File: src/rtl/dts_pkg.sv
// Shared types for the DMA trigger and burst sequencer.
package dts_pkg;
    // How the conditioned trigger grants transfer credit.
    typedef enum logic {
        SENSE_EDGE  = 1'b0,
        SENSE_LEVEL = 1'b1
    } sense_e;
endpackage

File: src/rtl/dts_trig_cond.sv
// Trigger conditioner.
// Synchronises the raw trigger, applies the selected polarity and gives the
// active level and a one-cycle active-edge pulse.
// Assumes: polarity is stable while the channel runs; a change may yield one
// spurious edge.
module dts_trig_cond #(
    parameter int SYNC_STAGES = 2
) (
    input  logic clk,
    input  logic rst_n,
    input  logic trig_raw,
    input  logic pol_high,
    output logic act_level,
    output logic act_edge
);
    logic [SYNC_STAGES-1:0] sync_q;
    logic                   last_q;
    logic                   act_prev;

    // Synchroniser chain plus one flop of history for edge detection.
    always_ff @(posedge clk) begin
        if (!rst_n) begin
            sync_q <= '0;
            last_q <= 1'b0;
        end else begin
            sync_q <= {sync_q[SYNC_STAGES-2:0], trig_raw};
            last_q <= sync_q[SYNC_STAGES-1];
        end
    end

    // Polarity selection and edge decode.
    always_comb begin
        act_level = pol_high ? sync_q[SYNC_STAGES-1] : ~sync_q[SYNC_STAGES-1];
        act_prev  = pol_high ? last_q : ~last_q;
        act_edge  = act_level & ~act_prev;
    end
endmodule

File: src/rtl/dts_burst_credit.sv
// Burst credit keeper.
// Holds the number of transfers the trigger currently allows. In edge mode an
// edge loads one burst and an edge during a burst sets a single pending flag.
// In level mode a new burst is loaded whenever credit is empty and the trigger
// is active, so a released trigger pauses only at a burst boundary.
// Assumes: issue pulses only while credit is non-zero.
module dts_burst_credit
    import dts_pkg::*;
#(
    parameter int BL_W = 11
) (
    input  logic            clk,
    input  logic            rst_n,
    input  logic            enable,
    input  sense_e          sense,
    input  logic [BL_W-1:0] burst_len,
    input  logic            act_level,
    input  logic            act_edge,
    input  logic            issue,
    output logic            has_credit
);
    logic [BL_W-1:0] left_q;
    logic            pend_q;

    // Credit count and pending-edge flag.
    always_ff @(posedge clk) begin
        if (!rst_n) begin
            left_q <= '0;
            pend_q <= 1'b0;
        end else if (!enable) begin
            left_q <= '0;
            pend_q <= 1'b0;
        end else if (left_q != '0) begin
            left_q <= left_q - BL_W'(issue);
            if (sense == SENSE_EDGE) begin
                pend_q <= pend_q | act_edge;
            end
        end else if (sense == SENSE_LEVEL) begin
            pend_q <= 1'b0;
            if (act_level) begin
                left_q <= burst_len;
            end
        end else if (act_edge | pend_q) begin
            left_q <= burst_len;
            pend_q <= pend_q & act_edge;
        end
    end

    // Credit available to the issue logic.
    assign has_credit = (left_q != '0);
endmodule

File: src/rtl/dts_xfer_ctrl.sv
// Transfer controller.
// Arms on a software start, checks the burst-power code, issues one transfer
// at a time when allowed, counts acknowledges and flags completion.
// Assumes: xfer_done pulses only for an outstanding transfer.
module dts_xfer_ctrl #(
    parameter int CNT_W   = 11,
    parameter int POW_W   = 4,
    parameter int MAX_POW = 10
) (
    input  logic             clk,
    input  logic             rst_n,
    input  logic             sw_start,
    input  logic [CNT_W-1:0] xfer_total,
    input  logic [POW_W-1:0] burst_pow,
    input  logic             grant,
    input  logic             req_ok,
    input  logic             xfer_done,
    output logic             active,
    output logic             issue,
    output logic             all_done,
    output logic             cfg_err,
    output logic [CNT_W-1:0] remaining
);
    logic             active_q;
    logic             outst_q;
    logic             issue_q;
    logic             done_q;
    logic             err_q;
    logic [CNT_W-1:0] rem_q;
    logic             pow_ok;

    // Supported burst-power codes.
    assign pow_ok = (burst_pow <= POW_W'(MAX_POW));

    // Channel state, outstanding flag, count and output pulses.
    always_ff @(posedge clk) begin
        if (!rst_n) begin
            active_q <= 1'b0;
            outst_q  <= 1'b0;
            issue_q  <= 1'b0;
            done_q   <= 1'b0;
            err_q    <= 1'b0;
            rem_q    <= '0;
        end else begin
            issue_q <= 1'b0;
            done_q  <= 1'b0;
            if (!active_q) begin
                if (sw_start) begin
                    if (!pow_ok) begin
                        err_q <= 1'b1;
                    end else begin
                        err_q <= 1'b0;
                        if (xfer_total == '0) begin
                            done_q <= 1'b1;
                        end else begin
                            active_q <= 1'b1;
                            rem_q    <= xfer_total;
                        end
                    end
                end
            end else if (outst_q) begin
                if (xfer_done) begin
                    outst_q <= 1'b0;
                    rem_q   <= rem_q - CNT_W'(1);
                    if (rem_q == CNT_W'(1)) begin
                        active_q <= 1'b0;
                        done_q   <= 1'b1;
                    end
                end
            end else if (grant && req_ok) begin
                issue_q <= 1'b1;
                outst_q <= 1'b1;
            end
        end
    end

    assign active    = active_q;
    assign issue     = issue_q;
    assign all_done  = done_q;
    assign cfg_err   = err_q;
    assign remaining = rem_q;
endmodule

File: src/rtl/dma_trig_seq.sv
// DMA channel trigger and burst sequencer, top level.
// Joins the trigger conditioner, the burst credit keeper and the transfer
// controller, and forms the gating terms from the configuration bits.
// Assumes: configuration is stable while the channel is active.
module dma_trig_seq
    import dts_pkg::*;
#(
    parameter int MAX_POW     = 10,
    parameter int POW_W       = 4,
    parameter int SYNC_STAGES = 2,
    parameter int CNT_W       = MAX_POW + 1
) (
    input  logic             clk,
    input  logic             rst_n,
    input  logic             trig_raw,
    input  logic             periph_req,
    input  logic             sw_start,
    input  logic [CNT_W-1:0] xfer_total,
    input  logic             xfer_done,
    input  logic             cfg_hw_trig_en,
    input  logic             cfg_trig_pol,
    input  logic             cfg_trig_level,
    input  logic             cfg_trig_burst,
    input  logic [POW_W-1:0] cfg_burst_pow,
    input  logic             cfg_preq_en,
    output logic             issue,
    output logic             all_done,
    output logic             active,
    output logic             cfg_err,
    output logic [CNT_W-1:0] remaining
);
    localparam int BL_W = MAX_POW + 1;

    logic            act_level;
    logic            act_edge;
    logic            has_credit;
    logic            grant;
    logic            req_ok;
    logic            credit_en;
    logic [BL_W-1:0] burst_len;

    // Gating terms and burst length from configuration.
    assign burst_len = cfg_trig_burst ? (BL_W'(1) << cfg_burst_pow) : BL_W'(1);
    assign credit_en = active & cfg_hw_trig_en;
    assign grant     = ~cfg_hw_trig_en | has_credit;
    assign req_ok    = ~cfg_preq_en | periph_req;

    dts_trig_cond #(
        .SYNC_STAGES(SYNC_STAGES)
    ) u_cond (
        .clk      (clk),
        .rst_n    (rst_n),
        .trig_raw (trig_raw),
        .pol_high (cfg_trig_pol),
        .act_level(act_level),
        .act_edge (act_edge)
    );

    dts_burst_credit #(
        .BL_W(BL_W)
    ) u_credit (
        .clk       (clk),
        .rst_n     (rst_n),
        .enable    (credit_en),
        .sense     (sense_e'(cfg_trig_level)),
        .burst_len (burst_len),
        .act_level (act_level),
        .act_edge  (act_edge),
        .issue     (issue),
        .has_credit(has_credit)
    );

    dts_xfer_ctrl #(
        .CNT_W  (CNT_W),
        .POW_W  (POW_W),
        .MAX_POW(MAX_POW)
    ) u_ctrl (
        .clk       (clk),
        .rst_n     (rst_n),
        .sw_start  (sw_start),
        .xfer_total(xfer_total),
        .burst_pow (cfg_burst_pow),
        .grant     (grant),
        .req_ok    (req_ok),
        .xfer_done (xfer_done),
        .active    (active),
        .issue     (issue),
        .all_done  (all_done),
        .cfg_err   (cfg_err),
        .remaining (remaining)
    );
endmodule

File: config.mk
export PLATFORM = sky130hd
export DESIGN_NAME = dma_trig_seq
export DESIGN_NICKNAME = d
export VERILOG_FILES = /design/src/rtl/dts_pkg.sv /design/src/rtl/dts_trig_cond.sv /design/src/rtl/dts_burst_credit.sv /design/src/rtl/dts_xfer_ctrl.sv /design/src/rtl/dma_trig_seq.sv
export SDC_FILE = /design/constraint.sdc
export NUM_CORES = 1
export LEC_CHECK = 0
export BUFFER_PORTS_ARGS = -buffer_cell sky130_fd_sc_hd__buf_2
export CORE_ASPECT_RATIO = 0.7
export CORE_MARGIN = 8
export CORE_UTILIZATION = 39
export DETAILED_ROUTE_END_ITERATION = 8
export GPL_TIMING_DRIVEN = 0
export PLACE_DENSITY = 0.73
export SLEW_MARGIN = 20
export SYNTH_ARGS = -nofsm -noshare
export SYNTH_HDL_FRONTEND = slang
export SYNTH_SLANG_ARGS = --single-unit
File: constraint.sdc
create_clock -name clk -period 1.75 [get_ports clk]
set_input_delay 0.35 -clock clk [delete_from_list [all_inputs] [get_ports clk]]
set_output_delay 0.35 -clock clk [all_outputs]
set_load 0.02 [all_outputs]
==> impl_metrics.toml <==
[routing]
firstDrtPassIters = 5
wl_per_cell_um = 16.5
remaining_drc_errors = 0
drt-initial-drc-count = 233
ant_nets = 0
drt_wl_total_mm = 5.52
via_count = 2011
routed_via_density = 6.02

[finish]
area_delta_synth_final_pct = 33.9
fin_nets = 306
fill_cells = 443
drive_gt1_frac = 0.357
fin_area_um2 = 2520
antenna_cells = 0

[sta]
hold_viol = 0
skew_ns = 0.0105
finalCriticalPeriod_ns = 1.80
worst_pin_slew_ns = 0.540
setup_viol = 2
slew_headroom = 0.640
worst_slack_ns = -0.0500
maxSlewViolCount = 0
fin_crit_sh = 1.03
max_freq_ghz = 0.556
rsz0062_at_grt = "yes"

[floorplan]
dieArea_um2 = 7340
fp.dieH_um = 74.1
fp-row-count = 21
start_util = 0.400
core_um2 = 4700
die_w_um = 99.0
pin_count = 41

[synth]
async_flop_share = 0
ys_dominant_reg_cell = "dfxtp_1"
synthTopCellsByArea = "dfxtp_1, a21oi_1, o22ai_1, nand3_1, nor2b_1"
synth_edf_count = 0
syn_avg_cell_area_um2 = 8.51
synth.most_common_cell = "dfxtp_1"
synthCells = 221
yosysTopAreaCellShare = 0.330
synth_compound_area_frac = 0.269
synth_cell_type_count = 57
yosys-top-cells-count = "dfxtp_1, a21oi_1, nand2_1, nand3_1, o21ai_0"
ys_seq_area_frac = 0.330
synthMuxAreaShare = 0.0166
syn_area_um2 = 1880
ys_ff_latch = 31
synth-simple-area-share = 0.323
synthAdderAreaFrac = 0.0266
synthXorXnorAreaFrac = 0.00466
syn_nets = 251
synth_warnings = 0
synth_top_family_by_area = "simple AND/OR/NAND/NOR gates"
synth_top_area_cell = "dfxtp_1"

[clock_tree]
cts-root-buf = "clkbuf_8"
cts_buffers = 5
clkTransAtPathRegs_ns = 0.06
clock-sinks = 31
holdBufCountCts = 0
htreeDepth = 2
cts_buffer_depth = 2
clock_latency_ns = 0.28
cts_tree = "done"

[worst_setup_path]
crit_type = "reg -> reg"
end_kind = "register"
worst_ep_arrival_time_ns = 2.00
cp.required_ns = 1.95
crit_fanout = 5
start_kind = "register"

[run]
cap_violations = 0

[power_and_ir_drop]
leakagePower_uw = 0.000951
power_uw = 1720
p_per_area_nw_per_um2 = 683
vdd_ir_drop_max_mv = 0.496

[global_routing]
grt_pass1_vias = 1791
grt_pass1_wl_mm = 8.80
grt_antenna_before_repair = 0
grt_max_degree = 11
track_usage = 0.147
overflow = 0

[status]
violations = "setup timing"
status = "complete, but fails checks"

[hold_path]
min_path_type = "in -> reg"

[placement]
gp_congestion = 0.903
numPortBuffers = 40
place_area_um2 = 2180
hpwl_mm = 4.07
-- power by group --
part	switching, uW	total [uW]	internal [uW]
combinational	216	366	149
sequential	40.4	772	732
clock	264	581	317
total	521	1720	1200
-- layout make-up --
| class | count | area, um2 | share of cell area |
|---|---|---|---|
| repair buffers | 50 | 304 | 0.121 |
| multi-input cells | 176 | 1360 | 0.542 |
| well taps | 57 | 71.3 | 0.0283 |
| flip-flops and latches | 31 | 637 | 0.253 |
| clock buffers | 7 | 86.3 | 0.0343 |
| clock inverters | 1 | 5.00 | 0.00199 |
| inverters | 7 | 28.8 | 0.0114 |
| plain buffers | 5 | 21.3 | 0.00845 |
-- repair_timing --
action	CTS	global route
endpoints found under the setup margin	6	22
buffers inserted	3	7
hold endpoints to repair	0	0
cloned	0	0
pin swaps	3	15
gates resized for setup	10	27
-- worst max-delay path: stages, from the launching register on --
cell and delay, ns:
dfxtp_4 0.35, inv_4 0.05, ha_4 0.14, or4b_4 0.50, or4_4 0.54, a31oi_4 0.13
-- per-stage QoR --
| stage | hold WS (ns) | instances | utilization | worst slack [ns] | setup TNS, ns |
|---|---|---|---|---|---|
| floorplan | 0.412 | 221 | - | 0.0264 | 0 |
| global placement | 0.419 | 318 | 0.464 | -0.0823 | -0.386 |
| detailed placement | 0.419 | 318 | 0.464 | -0.125 | -0.623 |
| CTS | 0.273 | 328 | 0.495 | -0.0555 | -0.159 |
| global route | 0.280 | 334 | 0.535 | -0.105 | -0.575 |
| finish | 0.274 | 334 | 0.535 | -0.0500 | -0.0545 |
-- logic make-up (layout without fill, tap and decap cells) --
group | count (synthesis) | after routing
and+or+nand+nor | 95 | 95
AOI/OAI and AO/OA | 73 | 73
DFF | 31 | 31
buffers and inverters | 14 | 70
adders and majority gates | 4 | 4
muxes | 3 | 3
xor gates and xnor gates | 1 | 1
-- state kept, by name, indices dropped and copies added (netlist names) --
name              cells
u_ctrl.all_done       1
u_credit.pend_q       1
u_ctrl.issue          1
u_ctrl.outst_q        1
u_ctrl.remaining     11
u_cond.sync_q         2
u_ctrl.active         1
u_credit.left_q      11
u_cond.last_q         1
u_ctrl.cfg_err        1
-- routing by layer --
metal,wire length [um],part of all wire,GRT usage
met4,41,0.0074,0.0423
met3,427,0.077,0.0336
met1,2580,0.47,0.208
met2,2480,0.45,0.215
met5,0,0,0
-- layout by cell type (no fill, tap or decap), types with 4 or more instances in the layout --
| cell | synthesis | final |
|---|---|---|
| o22ai_1 | 10 | 10 |
| nor4_4 | 1 | 4 |
| dfxtp_1 | 31 | 24 |
| buf_2 | 2 | 41 |
| buf_4 | 0 | 7 |
| nand3_1 | 12 | 11 |
| clkbuf_8 | 0 | 6 |
| and2_1 | 5 | 5 |
| nor2_1 | 8 | 8 |
| clkbuf_1 | 5 | 4 |
| a21oi_1 | 14 | 13 |
| nor3_1 | 7 | 6 |
| nand2_1 | 12 | 12 |
| inv_1 | 6 | 5 |
| a22oi_1 | 5 | 5 |
| o21ai_0 | 11 | 10 |
| or4_4 | 2 | 5 |
| nor2b_1 | 9 | 9 |
| and3_1 | 5 | 5 |
| a211oi_1 | 5 | 5 |
| or3_1 | 5 | 4 |
| dfxtp_2 | 0 | 4 |
| nor4_1 | 4 | 4 |
-- final timing paths --
path | cells past startpoint | end | startpoint | slack (ns)
max | 5 | u_credit.left_q[5] | u_credit.left_q[0] | -0.05
min | 2 | u_cond.sync_q[0] | trig_raw | 0.27
max reg2reg | 5 | u_credit.left_q[5] | u_credit.left_q[0] | -0.05
min reg2reg | 1 | u_cond.sync_q[1] | u_cond.sync_q[0] | 0.45
Power figures use the tool's default switching activity.
